--- src/rtl/sfd_pkg.sv ---
package sfd_pkg;
   typedef enum logic [1:0] {
      CLS_ZERO = 2'd0,
      CLS_NORM = 2'd1,
      CLS_SUB  = 2'd2,
      CLS_SPEC = 2'd3
   } opclass_e;

   typedef enum logic [1:0] {
      ST_IDLE = 2'd0,
      ST_RUN  = 2'd1,
      ST_FIN  = 2'd2
   } dstate_e;

   typedef struct packed {
      logic inv;
      logic dbz;
      logic ovf;
      logic unf;
      logic inx;
   } xflags_t;
endpackage

--- src/rtl/sfd_classify.sv ---
module sfd_classify
   import sfd_pkg::*;
#(
   parameter int EXP_W = 11,
   parameter int MAN_W = 52,
   localparam int W = 1 + EXP_W + MAN_W
) (
   input  logic [W-1:0]     op,
   output opclass_e         cls,
   output logic             sgn,
   output logic [EXP_W-1:0] expo
);
   logic [MAN_W-1:0] frac;

   assign sgn  = op[W-1];
   assign expo = op[W-2 -: EXP_W];
   assign frac = op[MAN_W-1:0];

   always_comb begin
      if (&expo)
         cls = CLS_SPEC;
      else if (expo == '0)
         cls = (frac == '0) ? CLS_ZERO : CLS_SUB;
      else
         cls = CLS_NORM;
   end
endmodule

--- src/rtl/sfd_mant_div.sv ---
module sfd_mant_div #(
   parameter int SIG_W = 53,
   parameter int QBITS = 55
) (
   input  logic             clk,
   input  logic             rst_n,
   input  logic             load,
   input  logic             step,
   input  logic [SIG_W-1:0] num,
   input  logic [SIG_W-1:0] den,
   output logic [QBITS-1:0] qbits,
   output logic             rem_nz
);
   logic [SIG_W:0]   rem_q;
   logic [SIG_W-1:0] den_q;
   logic [SIG_W:0]   diff;
   logic             ge;

   assign ge     = rem_q >= {1'b0, den_q};
   assign diff   = rem_q - {1'b0, den_q};
   assign rem_nz = |rem_q;

   always_ff @(posedge clk or negedge rst_n) begin
      if (!rst_n) begin
         rem_q <= '0;
         den_q <= '0;
         qbits <= '0;
      end else if (load) begin
         rem_q <= {1'b0, num};
         den_q <= den;
         qbits <= '0;
      end else if (step) begin
         rem_q <= ge ? {diff[SIG_W-1:0], 1'b0} : {rem_q[SIG_W-1:0], 1'b0};
         qbits <= {qbits[QBITS-2:0], ge};
      end
   end
endmodule

--- src/rtl/sfd_pack.sv ---
module sfd_pack
   import sfd_pkg::*;
#(
   parameter int EXP_W = 11,
   parameter int MAN_W = 52,
   localparam int W     = 1 + EXP_W + MAN_W,
   localparam int QBITS = MAN_W + 3
) (
   input  opclass_e         cls_a,
   input  opclass_e         cls_b,
   input  logic             sgn_a,
   input  logic             sgn_b,
   input  logic [EXP_W-1:0] exp_a,
   input  logic [EXP_W-1:0] exp_b,
   input  logic [QBITS-1:0] qbits,
   input  logic             rem_nz,
   input  xflags_t          en,
   output logic [W-1:0]     result,
   output xflags_t          flags,
   output logic             guard,
   output logic             sticky,
   output logic             trap,
   output logic             rtrap
);
   localparam int XW   = EXP_W + 2;
   localparam int BIAS = (1 << (EXP_W - 1)) - 1;
   localparam int EMAX = (1 << EXP_W) - 2;

   logic                    sr, nn, inv, dbz, ovf, unf, g_raw, s_raw, inrange;
   logic signed [XW-1:0]    ex;
   logic [MAN_W-1:0]        frac;
   logic [W-1:0]            maxf, zero;

   assign sr   = sgn_a ^ sgn_b;
   assign maxf = {sr, {(EXP_W-1){1'b1}}, 1'b0, {MAN_W{1'b1}}};
   assign zero = {sr, {(W-1){1'b0}}};
   assign nn   = (cls_a == CLS_NORM) && (cls_b == CLS_NORM);

   assign inv = (cls_a == CLS_SPEC) || (cls_a == CLS_SUB) ||
                (cls_b == CLS_SPEC) || (cls_b == CLS_SUB) ||
                ((cls_a == CLS_ZERO) && (cls_b == CLS_ZERO));
   assign dbz = !inv && (cls_b == CLS_ZERO) && (cls_a == CLS_NORM);

   assign ex = $signed({2'b00, exp_a}) - $signed({2'b00, exp_b})
             + XW'(BIAS) - (qbits[QBITS-1] ? XW'(0) : XW'(1));

   assign ovf     = nn && (ex > $signed(XW'(EMAX)));
   assign unf     = nn && (ex < $signed(XW'(1)));
   assign inrange = nn && !ovf && !unf;

   always_comb begin
      if (qbits[QBITS-1]) begin
         frac  = qbits[QBITS-2 -: MAN_W];
         g_raw = qbits[1];
         s_raw = qbits[0] | rem_nz;
      end else begin
         frac  = qbits[QBITS-3 -: MAN_W];
         g_raw = qbits[0];
         s_raw = rem_nz;
      end
   end

   always_comb begin
      if (cls_b == CLS_SPEC)
         result = zero;
      else if ((cls_b == CLS_ZERO) || (cls_b == CLS_SUB) || (cls_a == CLS_SPEC))
         result = maxf;
      else if ((cls_a == CLS_ZERO) || (cls_a == CLS_SUB))
         result = zero;
      else if (ovf)
         result = maxf;
      else if (unf)
         result = zero;
      else
         result = {sr, ex[EXP_W-1:0], frac};
   end

   assign guard  = inrange & g_raw;
   assign sticky = inrange & s_raw;

   assign trap  = (inv & en.inv) | (dbz & en.dbz) | (ovf & en.ovf) | (unf & en.unf);

   assign flags.inv = inv;
   assign flags.dbz = dbz;
   assign flags.ovf = ovf;
   assign flags.unf = unf;
   assign flags.inx = !trap && ((inrange && (g_raw || s_raw)) || (ovf && !en.ovf));
   assign rtrap     = flags.inx & en.inx;
endmodule

--- src/rtl/sfd_div_unit.sv ---
module sfd_div_unit
   import sfd_pkg::*;
#(
   parameter int EXP_W = 11,
   parameter int MAN_W = 52,
   localparam int W = 1 + EXP_W + MAN_W
) (
   input  logic         clk,
   input  logic         rst_n,
   input  logic         start,
   input  logic [W-1:0] dividend,
   input  logic [W-1:0] divisor,
   input  logic         en_invalid,
   input  logic         en_divzero,
   input  logic         en_overflow,
   input  logic         en_underflow,
   input  logic         en_inexact,
   output logic         busy,
   output logic         done,
   output logic [W-1:0] quotient,
   output logic         wr_en,
   output logic         flg_invalid,
   output logic         flg_divzero,
   output logic         flg_overflow,
   output logic         flg_underflow,
   output logic         flg_inexact,
   output logic         guard_bit,
   output logic         sticky_bit,
   output logic         trap_req,
   output logic         round_trap
);
   localparam int SIG_W = MAN_W + 1;
   localparam int QBITS = MAN_W + 3;
   localparam int CW    = $clog2(QBITS);

   if (EXP_W < 3 || MAN_W < 4) begin : g_bad_cfg
      $error("sfd_div_unit: exponent or fraction width too small");
   end

   dstate_e          st_q;
   logic [CW-1:0]    cnt_q;
   logic [W-1:0]     opr_q [2];
   xflags_t          en_q, flg_q, fl_now;
   opclass_e         cls_v [2];
   logic             sgn_v [2];
   logic [EXP_W-1:0] exp_v [2];
   logic [QBITS-1:0] qbits;
   logic             rem_nz, launch, pk_g, pk_s, pk_trap, pk_rtrap;
   logic [W-1:0]     pk_res;
   xflags_t          en_in;

   assign launch = (st_q == ST_IDLE) && start;
   assign busy   = (st_q != ST_IDLE);
   assign en_in  = '{inv: en_invalid, dbz: en_divzero, ovf: en_overflow,
                     unf: en_underflow, inx: en_inexact};

   for (genvar k = 0; k < 2; k++) begin : g_cls
      sfd_classify #(.EXP_W(EXP_W), .MAN_W(MAN_W)) cls_i (
         .op  (opr_q[k]),
         .cls (cls_v[k]),
         .sgn (sgn_v[k]),
         .expo(exp_v[k])
      );
   end

   sfd_mant_div #(.SIG_W(SIG_W), .QBITS(QBITS)) mdiv_i (
      .clk   (clk),
      .rst_n (rst_n),
      .load  (launch),
      .step  (st_q == ST_RUN),
      .num   ({1'b1, dividend[MAN_W-1:0]}),
      .den   ({1'b1, divisor[MAN_W-1:0]}),
      .qbits (qbits),
      .rem_nz(rem_nz)
   );

   sfd_pack #(.EXP_W(EXP_W), .MAN_W(MAN_W)) pack_i (
      .cls_a (cls_v[0]),
      .cls_b (cls_v[1]),
      .sgn_a (sgn_v[0]),
      .sgn_b (sgn_v[1]),
      .exp_a (exp_v[0]),
      .exp_b (exp_v[1]),
      .qbits (qbits),
      .rem_nz(rem_nz),
      .en    (en_q),
      .result(pk_res),
      .flags (fl_now),
      .guard (pk_g),
      .sticky(pk_s),
      .trap  (pk_trap),
      .rtrap (pk_rtrap)
   );

   always_ff @(posedge clk or negedge rst_n) begin
      if (!rst_n) begin
         st_q       <= ST_IDLE;
         cnt_q      <= '0;
         opr_q[0]   <= '0;
         opr_q[1]   <= '0;
         en_q       <= '0;
         flg_q      <= '0;
         quotient   <= '0;
         guard_bit  <= 1'b0;
         sticky_bit <= 1'b0;
         done       <= 1'b0;
         wr_en      <= 1'b0;
         trap_req   <= 1'b0;
         round_trap <= 1'b0;
      end else begin
         done       <= 1'b0;
         wr_en      <= 1'b0;
         trap_req   <= 1'b0;
         round_trap <= 1'b0;
         unique case (st_q)
            ST_IDLE: if (start) begin
               opr_q[0] <= dividend;
               opr_q[1] <= divisor;
               en_q     <= en_in;
               cnt_q    <= '0;
               st_q     <= ST_RUN;
            end
            ST_RUN: begin
               cnt_q <= cnt_q + 1'b1;
               if (cnt_q == CW'(QBITS - 1))
                  st_q <= ST_FIN;
            end
            ST_FIN: begin
               quotient   <= pk_res;
               guard_bit  <= pk_g;
               sticky_bit <= pk_s;
               flg_q      <= flg_q | fl_now;
               done       <= 1'b1;
               wr_en      <= !pk_trap;
               trap_req   <= pk_trap;
               round_trap <= pk_rtrap;
               st_q       <= ST_IDLE;
            end
            default: st_q <= ST_IDLE;
         endcase
      end
   end

   assign flg_invalid   = flg_q.inv;
   assign flg_divzero   = flg_q.dbz;
   assign flg_overflow  = flg_q.ovf;
   assign flg_underflow = flg_q.unf;
   assign flg_inexact   = flg_q.inx;
endmodule

--- config.mk ---
export PLATFORM = sky130hd
export DESIGN_NAME = sfd_div_unit
export DESIGN_NICKNAME = d
export VERILOG_FILES = /design/src/rtl/sfd_pkg.sv /design/src/rtl/sfd_classify.sv /design/src/rtl/sfd_mant_div.sv /design/src/rtl/sfd_pack.sv /design/src/rtl/sfd_div_unit.sv
export SDC_FILE = /design/constraint.sdc
export NUM_CORES = 1
export LEC_CHECK = 0
export BUFFER_PORTS_ARGS = -buffer_cell sky130_fd_sc_hd__buf_4
export CORE_ASPECT_RATIO = 2
export CORE_UTILIZATION = 45
export DETAILED_ROUTE_END_ITERATION = 8
export PLACE_DENSITY_LB_ADDON = 0.1
export REMOVE_ABC_BUFFERS = 1
export SLEW_MARGIN = 5
export SYNTH_ARGS = -nofsm -noshare
export SYNTH_HDL_FRONTEND = slang
export SYNTH_SLANG_ARGS = --single-unit
--- constraint.sdc ---
create_clock -name clk -period 11.9 [get_ports clk]
set_input_delay 0.595 -clock clk [delete_from_list [all_inputs] [get_ports clk]]
set_output_delay 0.595 -clock clk [all_outputs]
set_load 0.05 [all_outputs]
==> run metrics <==
gr usage total roughly 28%; Design Area, Final approximately 22000 um^2; internal power approximately 1.6 mW; initial core utilization a little under half; Max-Cap Viols 0; DIE WIDTH 146 um; Routed WL 59100 um; clock sink count around 330; Avg Synthesized Cell Area slightly below 9 um^2; via count approximately 16000; H-tree depth 1; Worst R2R Setup Slack ~6.3 ns; row count about 110; Die Y just under 300 um; flops & latches, synth between 300 and 400; Cell Area, Placed 20700 um^2; Post-Syn Area between 15000 and 20000 um^2; Max Freq about 0.18 GHz; Post-Synthesis Cells about 2100; Port Buffers approximately 210; clock power share around 45%; Hold Path Class in -> async; non-filler cells, final approximately 2800; drt first-iter violations 657; initial antenna violation count 0; die area 42500 um^2; worst-skew pair later-pin latency 0.58 ns; worst vdd ir between 0.1 and 0.15 mV; fillers ~4000; clock slew at reported path FFs 0.07 ns; register area share after synthesis between 40 and 50%; Post-synth EDFFs 0; grt ovf 0; final hold vios 0; Slew HR 21.5%; Critical Path Sink Type flop; Ports approximately 210; Sw Ratio 22.3%; vias in the first global route ~17000; P_sw roughly 0.47 mW; via/cell ratio 5.68; pwr/cell area between 90 and 100 nW/um^2; routability congestion estimate 0.911; share of layout cells above drive strength 1 a little over an eighth; Comb pwr share between 2 and 3%; Leak ~11 nW; Netlist cell types 80; CTS Buffer Depth 3; pin count of the biggest net entering global routing 185; multi-input logic area 9740 um^2; Synth Flop Type dfrtp_1; wire per inst approximately 21 um; crit path launch type flop; CP arrival roughly 6 ns; RSZ-0062 raised after global routing false; clk_skew slightly below 0.009 ns; Critical Path RT ~12 ns; post-route clock period utilization approximately 47%; DR pass1 iterations 5; Critical R2R Capture quotient[16]; # DRC 0; Final TNS setup 0 ns; Antenna Cells 0; Synth top area share around 44%; Worst Tran Pin Value approximately 1.2 ns; Reg power frac a little over half; FF-to-FF Start opr_q[52]; # Post-CTS Setup Buffers 0; Layout Area Growth over Synthesis 15.5%; status finished, final reports clean; final period demand of the worst path ~5.6 ns; async set-reset flop share out of synthesis between 90% and 100%; Setup WS pre-CTS around 6.3 ns; critical path class reg -> reg; Worst Setup Slack, final approximately 6.3 ns; Hold Buf Count CTS 0; peak fanout along the critical path 53; largest area contributor in the netlist dfrtp_1; fin nets around 2500; Ys Warns 0; Cells after DPL 2782; CTS resizes 0; global-route wire length before repair between 90000 and 100000 um; CTS tree done; Final setup viols 0; synth top area cells dfrtp_1 (44%), nand2_1 (11%), ha_1 (5.1%); FF+latch area approximately 8200 um^2; Reg2Reg Depth 18; Core Region 41000 um^2; antenna-violating nets left 0; Post-DP HPWL between 40000 and 50000 um; Inserted Clock Buffers 30; Clock Tree Root clkbuf_16; fin. max-slew vios 0
power groups by stage:
stage                     logic, mW  registers (mW)  clock network (mW)
after global placement       0.0619            1.13                   0
after CTS                    0.0625            1.11               0.979
after detailed placement     0.0624            1.13                   0
final                        0.0605            1.11               0.951
after global routing         0.0671            1.11                1.02
after floorplan            0.000558            1.13                   0
layout by cell type, fill, tap and decap left out, drive strengths merged, types with 7 or more instances in the layout:
cell type,count
clkbuf,44
a21oi,78
nor3,14
o211ai,103
o31ai,11
nor2b,18
o21a,12
or4,7
and2,9
a31oi,21
and4,8
a21boi,8
o21ai,191
buf,225
nand2b,12
nor2,48
a21o,52
xnor2,35
nand3,26
nor4,52
xor2,18
dfrtp,326
or2,10
a22oi,10
nand4,31
or3,8
ha,77
mux2i,96
nand2,540
a211oi,8
inv,108
and3,10
o21bai,11
metal layers:
layer | vias up | global-route usage (%) | share of wire (%)
li1 | 7823 | - | -
met1 | 7687 | 28.7 | 36
met2 | 444 | 53.7 | 54
met3 | 156 | 2.24 | 3.2
met4 | 0 | 17.9 | 7.1
met5 | - | 0 | 0
kinds of logic (layout without fill, tap and decap cells):
logic type	Yosys count	after routing	share of synthesized area [%]
AOI/OAI and AO/OA	555	555	19.2
muxes	99	99	5.33
DFF	326	326	43.5
buffers and inverters	224	384	4.85
adders and majority gates	80	80	5.46
xor gates and xnor gates	53	53	2.52
and+or+nand+nor	804	804	19.2
stage by stage:
stage	utilization (%)	power, mW	hold WS, ns
2_1_floorplan	-	1.13	0.299
3_3_place_gp	50.5	1.19	0.433
3_5_place_dp	50.5	1.19	0.439
4_1_cts	52.8	2.15	0.145
5_1_grt	52.8	2.20	0.179
6_report	52.8	2.12	0.113
state kept, by name, indices dropped and copies added, names as in the netlist, 2 cells and up:
name and count:
cnt_q 6, en_q 5, mdiv_i.qbits 55, mdiv_i.rem_q 54, opr_q 128, quotient 64, st_q 2
worst max-delay path by stage:
stage	start	end	slack [ns]	cells after the start
floorplan	start	mdiv_i.rem_q[41]	3.99	5
finish	opr_q[52]	quotient[16]	6.31	18
CTS	opr_q[52]	quotient[10]	6.33	18
global route	opr_q[52]	quotient[19]	5.79	18
global placement	opr_q[52]	quotient[50]	6.52	18
detailed placement	opr_q[52]	quotient[10]	6.29	18
cells in the mapped netlist, types with 12 or more instances:
master    number
a21oi_1       77
o21a_1        12
nand2_1      539
clkbuf_1      96
nand4_1       31
nor3_1        13
nand2b_1      12
a21o_1        51
xnor2_1       34
mux2i_1       96
inv_1        105
a31oi_1       20
nor4_1        51
ha_1          77
nor2b_1       17
xor2_1        18
o21ai_0      187
buf_2         13
o211ai_1      99
nor2_1        48
nand3_1       26
dfrtp_1      326
layout make-up:
type	count	area share [%]
Clock buffer	44	3.99
Clock inverter	10	0.439
Inverter	105	1.82
Multi-Input combinational cell	1591	45.0
Sequential cell	326	37.7
Tap cell	535	3.09
Timing Repair Buffer	225	7.95
worst max-delay path: stages, from the launching register on:
cell and delay (ns):
dfrtp_1 0.42, ha_1 0.24, fa_1 0.43, nor2b_2 0.16, o2111ai_1 0.20, a31oi_1 0.52, nor2_1 0.18, inv_1 0.10
ha_1 0.25, a21o_1 0.22, a2111oi_0 0.45, or3_1 0.17, a21oi_1 0.05, o31ai_1 0.49, and4_1 0.31, o21ai_1 0.14
o21ai_4 0.28, buf_4 0.54, o211ai_1 0.19
No activity file was read; power rests on OpenSTA's default activity.
